## src/rtl/tw_ctrl_pkg.sv

```systemverilog
`timescale 1ns/1ps
package tw_ctrl_pkg;
  localparam int BAND_W    = 4;
  localparam int DIV_W     = 15;
  localparam int CTRL_W    = 8;
  localparam int LEN_SHORT = BAND_W + DIV_W - 1;   // 18
  localparam int LEN_MID   = BAND_W + DIV_W;       // 19
  localparam int LEN_LONG  = LEN_MID + CTRL_W;     // 27
  localparam int CNT_W     = $clog2(LEN_LONG + 1);

  typedef struct packed {
    logic       cp_hi;
    logic [2:0] test;
    logic       ra;
    logic       rb;
    logic       off;
  } ctrl_t;

  // Tail of a long frame: CP, T2, T1, T0, RA, RB, OD, spare
  function automatic ctrl_t ctrl_from_tail(input logic [CTRL_W-1:0] t);
    ctrl_t c;
    c.cp_hi = t[7];
    c.test  = t[6:4];
    c.ra    = t[3];
    c.rb    = t[2];
    c.off   = t[1];
    return c;
  endfunction

  // Short frame carries one divider bit fewer; the top bit is forced low
  function automatic logic [DIV_W-1:0] div_from_short(input logic [DIV_W-2:0] x);
    return {1'b0, x};
  endfunction
endpackage

```

## src/rtl/tw_sync.sv

```systemverilog
`timescale 1ns/1ps
module tw_sync #(
  parameter int W      = 3,
  parameter int STAGES = 2
) (
  input  logic         clk,
  input  logic         por_n,
  input  logic [W-1:0] d,
  output logic [W-1:0] q
);
  for (genvar i = 0; i < W; i++) begin : g_bit
    logic [STAGES-1:0] chain;
    always_ff @(posedge clk or negedge por_n) begin
      if (!por_n) chain <= '0;
      else        chain <= {chain[STAGES-2:0], d[i]};
    end
    assign q[i] = chain[STAGES-1];
  end
endmodule

```

## src/rtl/tw_frame_rx.sv

```systemverilog
`timescale 1ns/1ps
module tw_frame_rx
  import tw_ctrl_pkg::*;
(
  input  logic                clk,
  input  logic                por_n,
  input  logic                en_s,
  input  logic                sck_s,
  input  logic                sd_s,
  output logic [LEN_LONG-1:0] sh,
  output logic [CNT_W-1:0]    cnt,
  output logic                ev_sample,
  output logic                ev_band_ld,
  output logic                ev_freq_edge,
  output logic                ev_end_short,
  output logic                ev_end_mid,
  output logic                ev_end_long
);
  logic en_q, sck_q;
  logic sck_rise, sck_fall, en_fall;

  assign sck_rise = en_s & sck_s & ~sck_q;
  assign sck_fall = en_s & ~sck_s & sck_q;
  assign en_fall  = en_q & ~en_s;

  assign ev_sample    = sck_fall && (cnt < CNT_W'(LEN_LONG));
  assign ev_band_ld   = sck_rise && (cnt == CNT_W'(BAND_W));
  assign ev_freq_edge = sck_rise && (cnt == CNT_W'(LEN_MID));
  assign ev_end_short = en_fall && (cnt == CNT_W'(LEN_SHORT));
  assign ev_end_mid   = en_fall && (cnt == CNT_W'(LEN_MID));
  assign ev_end_long  = en_fall && (cnt == CNT_W'(LEN_LONG));

  always_ff @(posedge clk or negedge por_n) begin
    if (!por_n) begin
      en_q  <= 1'b0;
      sck_q <= 1'b0;
      cnt   <= '0;
      sh    <= '0;
    end else begin
      en_q  <= en_s;
      sck_q <= sck_s;
      if (!en_s) begin
        cnt <= '0;
      end else if (ev_sample) begin
        cnt <= cnt + 1'b1;
        sh  <= {sh[LEN_LONG-2:0], sd_s};
      end
    end
  end
endmodule

```

## src/rtl/tw_reg_bank.sv

```systemverilog
`timescale 1ns/1ps
module tw_reg_bank
  import tw_ctrl_pkg::*;
#(
  parameter logic RB_INIT = 1'b0
) (
  input  logic                clk,
  input  logic                por_n,
  input  logic [LEN_LONG-1:0] sh,
  input  logic                ev_band_ld,
  input  logic                ev_freq_edge,
  input  logic                ev_end_short,
  input  logic                ev_end_mid,
  input  logic                ev_end_long,
  output logic [BAND_W-1:0]   band,
  output logic [DIV_W-1:0]    div,
  output ctrl_t               ctrl
);
  localparam ctrl_t CTRL_INIT = '{cp_hi: 1'b1, test: 3'b001, ra: 1'b1, rb: RB_INIT, off: 1'b1};

  always_ff @(posedge clk or negedge por_n) begin
    if (!por_n) begin
      band <= '0;
      div  <= '0;
      ctrl <= CTRL_INIT;
    end else begin
      if (ev_band_ld) band <= sh[BAND_W-1:0];
      if (ev_freq_edge || ev_end_mid) div <= sh[DIV_W-1:0];
      if (ev_end_short) begin
        div     <= div_from_short(sh[DIV_W-2:0]);
        ctrl.ra <= 1'b1;
      end
      if (ev_end_mid)  ctrl.ra <= 1'b0;
      if (ev_end_long) ctrl    <= ctrl_from_tail(sh[CTRL_W-1:0]);
    end
  end
endmodule

```

## src/rtl/tw_ctrl_rx.sv

```systemverilog
`timescale 1ns/1ps
module tw_ctrl_rx
  import tw_ctrl_pkg::*;
#(
  parameter logic RB_INIT     = 1'b0,
  parameter int   SYNC_STAGES = 2
) (
  input  logic        clk,
  input  logic        por_n,
  input  logic        ser_en,
  input  logic        ser_clk,
  input  logic        ser_dat,
  output logic [3:0]  band_en,
  output logic [14:0] div_word,
  output logic        cp_hi,
  output logic [2:0]  test_mode,
  output logic        ratio_a,
  output logic        ratio_b,
  output logic        tune_off
);
  logic [2:0]          sync_q;
  logic [LEN_LONG-1:0] frm_sh;
  logic [CNT_W-1:0]    frm_cnt;
  logic ev_sample, ev_band_ld, ev_freq_edge, ev_end_short, ev_end_mid, ev_end_long;
  ctrl_t ctrl;

  tw_sync #(.W(3), .STAGES(SYNC_STAGES)) u_sync (
    .clk(clk), .por_n(por_n),
    .d({ser_en, ser_clk, ser_dat}),
    .q(sync_q)
  );

  tw_frame_rx u_frame (
    .clk(clk), .por_n(por_n),
    .en_s(sync_q[2]), .sck_s(sync_q[1]), .sd_s(sync_q[0]),
    .sh(frm_sh), .cnt(frm_cnt),
    .ev_sample(ev_sample), .ev_band_ld(ev_band_ld), .ev_freq_edge(ev_freq_edge),
    .ev_end_short(ev_end_short), .ev_end_mid(ev_end_mid), .ev_end_long(ev_end_long)
  );

  tw_reg_bank #(.RB_INIT(RB_INIT)) u_regs (
    .clk(clk), .por_n(por_n), .sh(frm_sh),
    .ev_band_ld(ev_band_ld), .ev_freq_edge(ev_freq_edge),
    .ev_end_short(ev_end_short), .ev_end_mid(ev_end_mid), .ev_end_long(ev_end_long),
    .band(band_en), .div(div_word), .ctrl(ctrl)
  );

  assign cp_hi     = ctrl.cp_hi;
  assign test_mode = ctrl.test;
  assign ratio_a   = ctrl.ra;
  assign ratio_b   = ctrl.rb;
  assign tune_off  = ctrl.off;
endmodule

```

## config.mk

```make
export PLATFORM = sky130hd
export DESIGN_NAME = tw_ctrl_rx
export DESIGN_NICKNAME = d
export VERILOG_FILES = /design/src/rtl/tw_ctrl_pkg.sv /design/src/rtl/tw_sync.sv /design/src/rtl/tw_frame_rx.sv /design/src/rtl/tw_reg_bank.sv /design/src/rtl/tw_ctrl_rx.sv
export SDC_FILE = /design/constraint.sdc
export NUM_CORES = 1
export LEC_CHECK = 0
export BUFFER_PORTS_ARGS = -buffer_cell sky130_fd_sc_hd__buf_4
export CAP_MARGIN = 20
export CORE_ASPECT_RATIO = 0.9
export CORE_MARGIN = 1
export CORE_UTILIZATION = 55
export DETAILED_ROUTE_END_ITERATION = 12
export PLACE_DENSITY = 0.78
export REMOVE_ABC_BUFFERS = 1
export SKIP_LAST_GASP = 1
export SLEW_MARGIN = 0
export SYNTH_ARGS = -nofsm -noshare
export SYNTH_HDL_FRONTEND = slang
export SYNTH_HIERARCHICAL = 1
export SYNTH_SLANG_ARGS = --single-unit
```

## constraint.sdc

```tcl
create_clock -name clk -period 2.8 [get_ports clk]
set_input_delay 0.28 -clock clk [delete_from_list [all_inputs] [get_ports clk]]
set_output_delay 0.28 -clock clk [all_outputs]
set_load 0.05 [all_outputs]
```

==> results.py <==
metrics = {
    "run_status": {
        "status": "finished with violations",
        "violations": "negative hold slack",
    },
    "cts": {
        "htreeDepth": 2,
        "cts_resized": 0,
        "clock_latency_ns": 0.30,
        "clockBufferDepth": 2,
        "cts.clk_slew.worst_paths_ns": 0.09,
        "postCtsHoldBufs": 0,
        "cts_tree": "built",
        "root_buffer": "clkbuf_8",
        "cts_setup_buffers": 0,
        "numCtsBuffers": 5,
        "cts_num_sinks": 54,
    },
    "detailed_routing": {
        "dr.pass1.iters": 4,
        "routedWlPerCell_um": 16.1,
        "wl_mm": 3.58,
        "drtAntennaViolNets": 0,
        "num_vias": 1218,
        "drc": 0,
        "drtIter0Drc": 100,
        "drt-vias-per-instance": 5.49,
    },
    "synth": {
        "syn_area_per_cell_um2": 15.0,
        "syn-cell-area_um2": 2160,
        "yosysWarnings": 6,
        "syn_inst": 144,
    },
    "worst_setup_path": {
        "critPathMaxStageDelay_ns": 0.57,
        "critical_path.slowest_cell": "nor3_4",
        "crit_required_ns": 2.98,
        "crit_start": "u_frame/cnt[0]",
        "crit_arrival_ns": 2.43,
        "critPathLaunchType": "flip-flop",
        "end_kind": "flip-flop",
        "crit_path_cell_trace": "ha_1 -> nand3b_1 -> nor4b_1 -> buf_4 -> nor3_4 -> mux2_2",
        "crit_fanout": 14,
        "critical_path_class": "flip-flop to flip-flop",
        "crit_family": "simple AND/OR/NAND/NOR gates",
        "r2r_start": "u_frame/cnt[0]",
        "crit_buf_inv": 1,
    },
    "die": {
        "dieWidth_um": 68.1,
        "initial_core_util": 0.579,
        "ios": 31,
        "core_area_um2": 3730,
        "die_h_um": 61.5,
        "rows": 21,
        "dieArea_um2": 4180,
    },
    "global_route": {
        "gr-total-overflow": 0,
        "grt.total_usage": 0.187,
        "grt_pass1_wl_mm": 5.48,
        "grt_pass1_vias": 1130,
        "antenna_found_initial": 0,
        "grt_max_degree": 55,
    },
    "sta": {
        "maxSlewViolCount": 0,
        "worst_hold_slack_ns": -0.00587,
        "finalWorstSetupSlack_ns": 0.552,
        "fin_crit_ns": 2.25,
        "relSlewSlack": 0.378,
        "max_freq_mhz": 445,
        "fin_skew_ns": 0.00927,
        "rsz0062_at_grt": "false",
        "hold_viol_final": 8,
        "worst_pin_slew_ns": 0.933,
        "min_period_over_period": 0.803,
        "setup_tns_ns": 0,
        "setup_viol_count_final": 0,
    },
    "power": {
        "p_per_area_nw_per_um2": 601,
        "power.switching_mw": 0.333,
        "p_leak_nw": 1.28,
        "combPwrFrac": 0.061,
        "power_mw": 1.51,
        "clkPwrFrac": 0.342,
        "p_seq_frac": 0.597,
        "swShare": 0.220,
        "internal_power_mw": 1.18,
        "ir_drop_mv": 0.367,
    },
    "cells_and_area": {
        "nNetsFinal": 184,
        "register_area_um2": 1360,
        "layout-drive-gt1-share": 0.511,
        "multi_input_area_um2": 716,
        "n_antenna_cell": 0,
        "nFillCells": 261,
        "final_cell_area_um2": 2520,
        "area_delta_synth_final_pct": 16.4,
    },
    "placement": {
        "gp_congestion": 0.775,
        "io_buffers": 30,
        "place_ws_ns": 0.576,
        "dpl_cell_area_um2": 2400,
        "dp_hpwl_mm": 2.41,
    },
    "job": {
        "drv_cap": 0,
    },
    "min_path": {
        "hold_path_class": "input port to asynchronous set/reset pin",
    },
}
-- final cells by class --
type	instances	share of cell area
multi-input combinational	76	0.284
inverter	5	0.00746
clock buffer	6	0.0328
sequential	54	0.539
tap	46	0.0229
clock inverter	1	0.0119
timing repair buffer	34	0.101
-- routing by layer --
metal | track usage | up-vias | routed length (µm)
met4 | 0.0804 | 0 | 59
met1 | 0.246 | 617 | 1610
met3 | 0.0500 | 7 | 168
li1 | - | 562 | -
met5 | 0 | - | 0
met2 | 0.294 | 32 | 1740
-- flip-flops by register name, summed over array words and instances (netlist names) --
name	count
u_frame/cnt	5
u_frame/en_q	1
u_frame/sck_q	1
u_frame/sh	15
u_regs/band	4
u_regs/ctrl	7
u_regs/div	15
u_sync/g_bit.chain	6
-- power by group through the flow --
stage               registers, mW  clock network [mW]  logic [mW]
detailed placement          0.919                   0      0.0931
global route                0.914               0.564       0.100
floorplan                   0.895                   0      0.0640
global placement            0.913                   0      0.0882
CTS                         0.903               0.533      0.0947
finish                      0.903               0.518      0.0922
-- cells in the final DEF (no fill, tap or decap) --
master     count
nor3_1         1
nor4b_1        3
nand4_1        4
a21oi_1        2
nand3b_1       2
and3_1         1
buf_4         34
bufinv_16      1
mux2i_1        3
nor2_1         2
nand2_1        5
dfrtp_1       50
a41oi_1        1
inv_1          5
mux2_2        38
o31ai_1        1
dfstp_2        4
a31o_2         1
nor3_4         1
nor2b_1        1
nand2_2        1
o21ai_2        1
ha_1           3
o21ai_0        2
mux2_4         1
and3b_2        1
or3b_2         1
clkbuf_8       6
-- metrics by stage --
stage | hold slack (ns) | utilization | instances
floorplan | -0.0156 | - | 135
global placement | 0.332 | 0.644 | 215
detailed placement | 0.337 | 0.644 | 215
CTS | 0.0225 | 0.674 | 222
global route | 0.0476 | 0.674 | 222
finish | -0.00587 | 0.674 | 222
-- worst paths after layout --
path                                            end  slack (ns)  cells after the start
min in group clk           u_sync/g_bit[0].chain[0]        0.08                      1
hold reg to reg            u_sync/g_bit[2].chain[1]        0.35                      0
setup / recovery                      u_regs/div[8]        0.55                      6
setup reg to reg                      u_regs/div[8]        0.55                      6
max in group asynchronous  u_sync/g_bit[1].chain[0]        2.38                      1
hold / removal                        u_frame/sh[1]      -0.006                      1
Note: power is estimated with default switching activity, not from simulation.
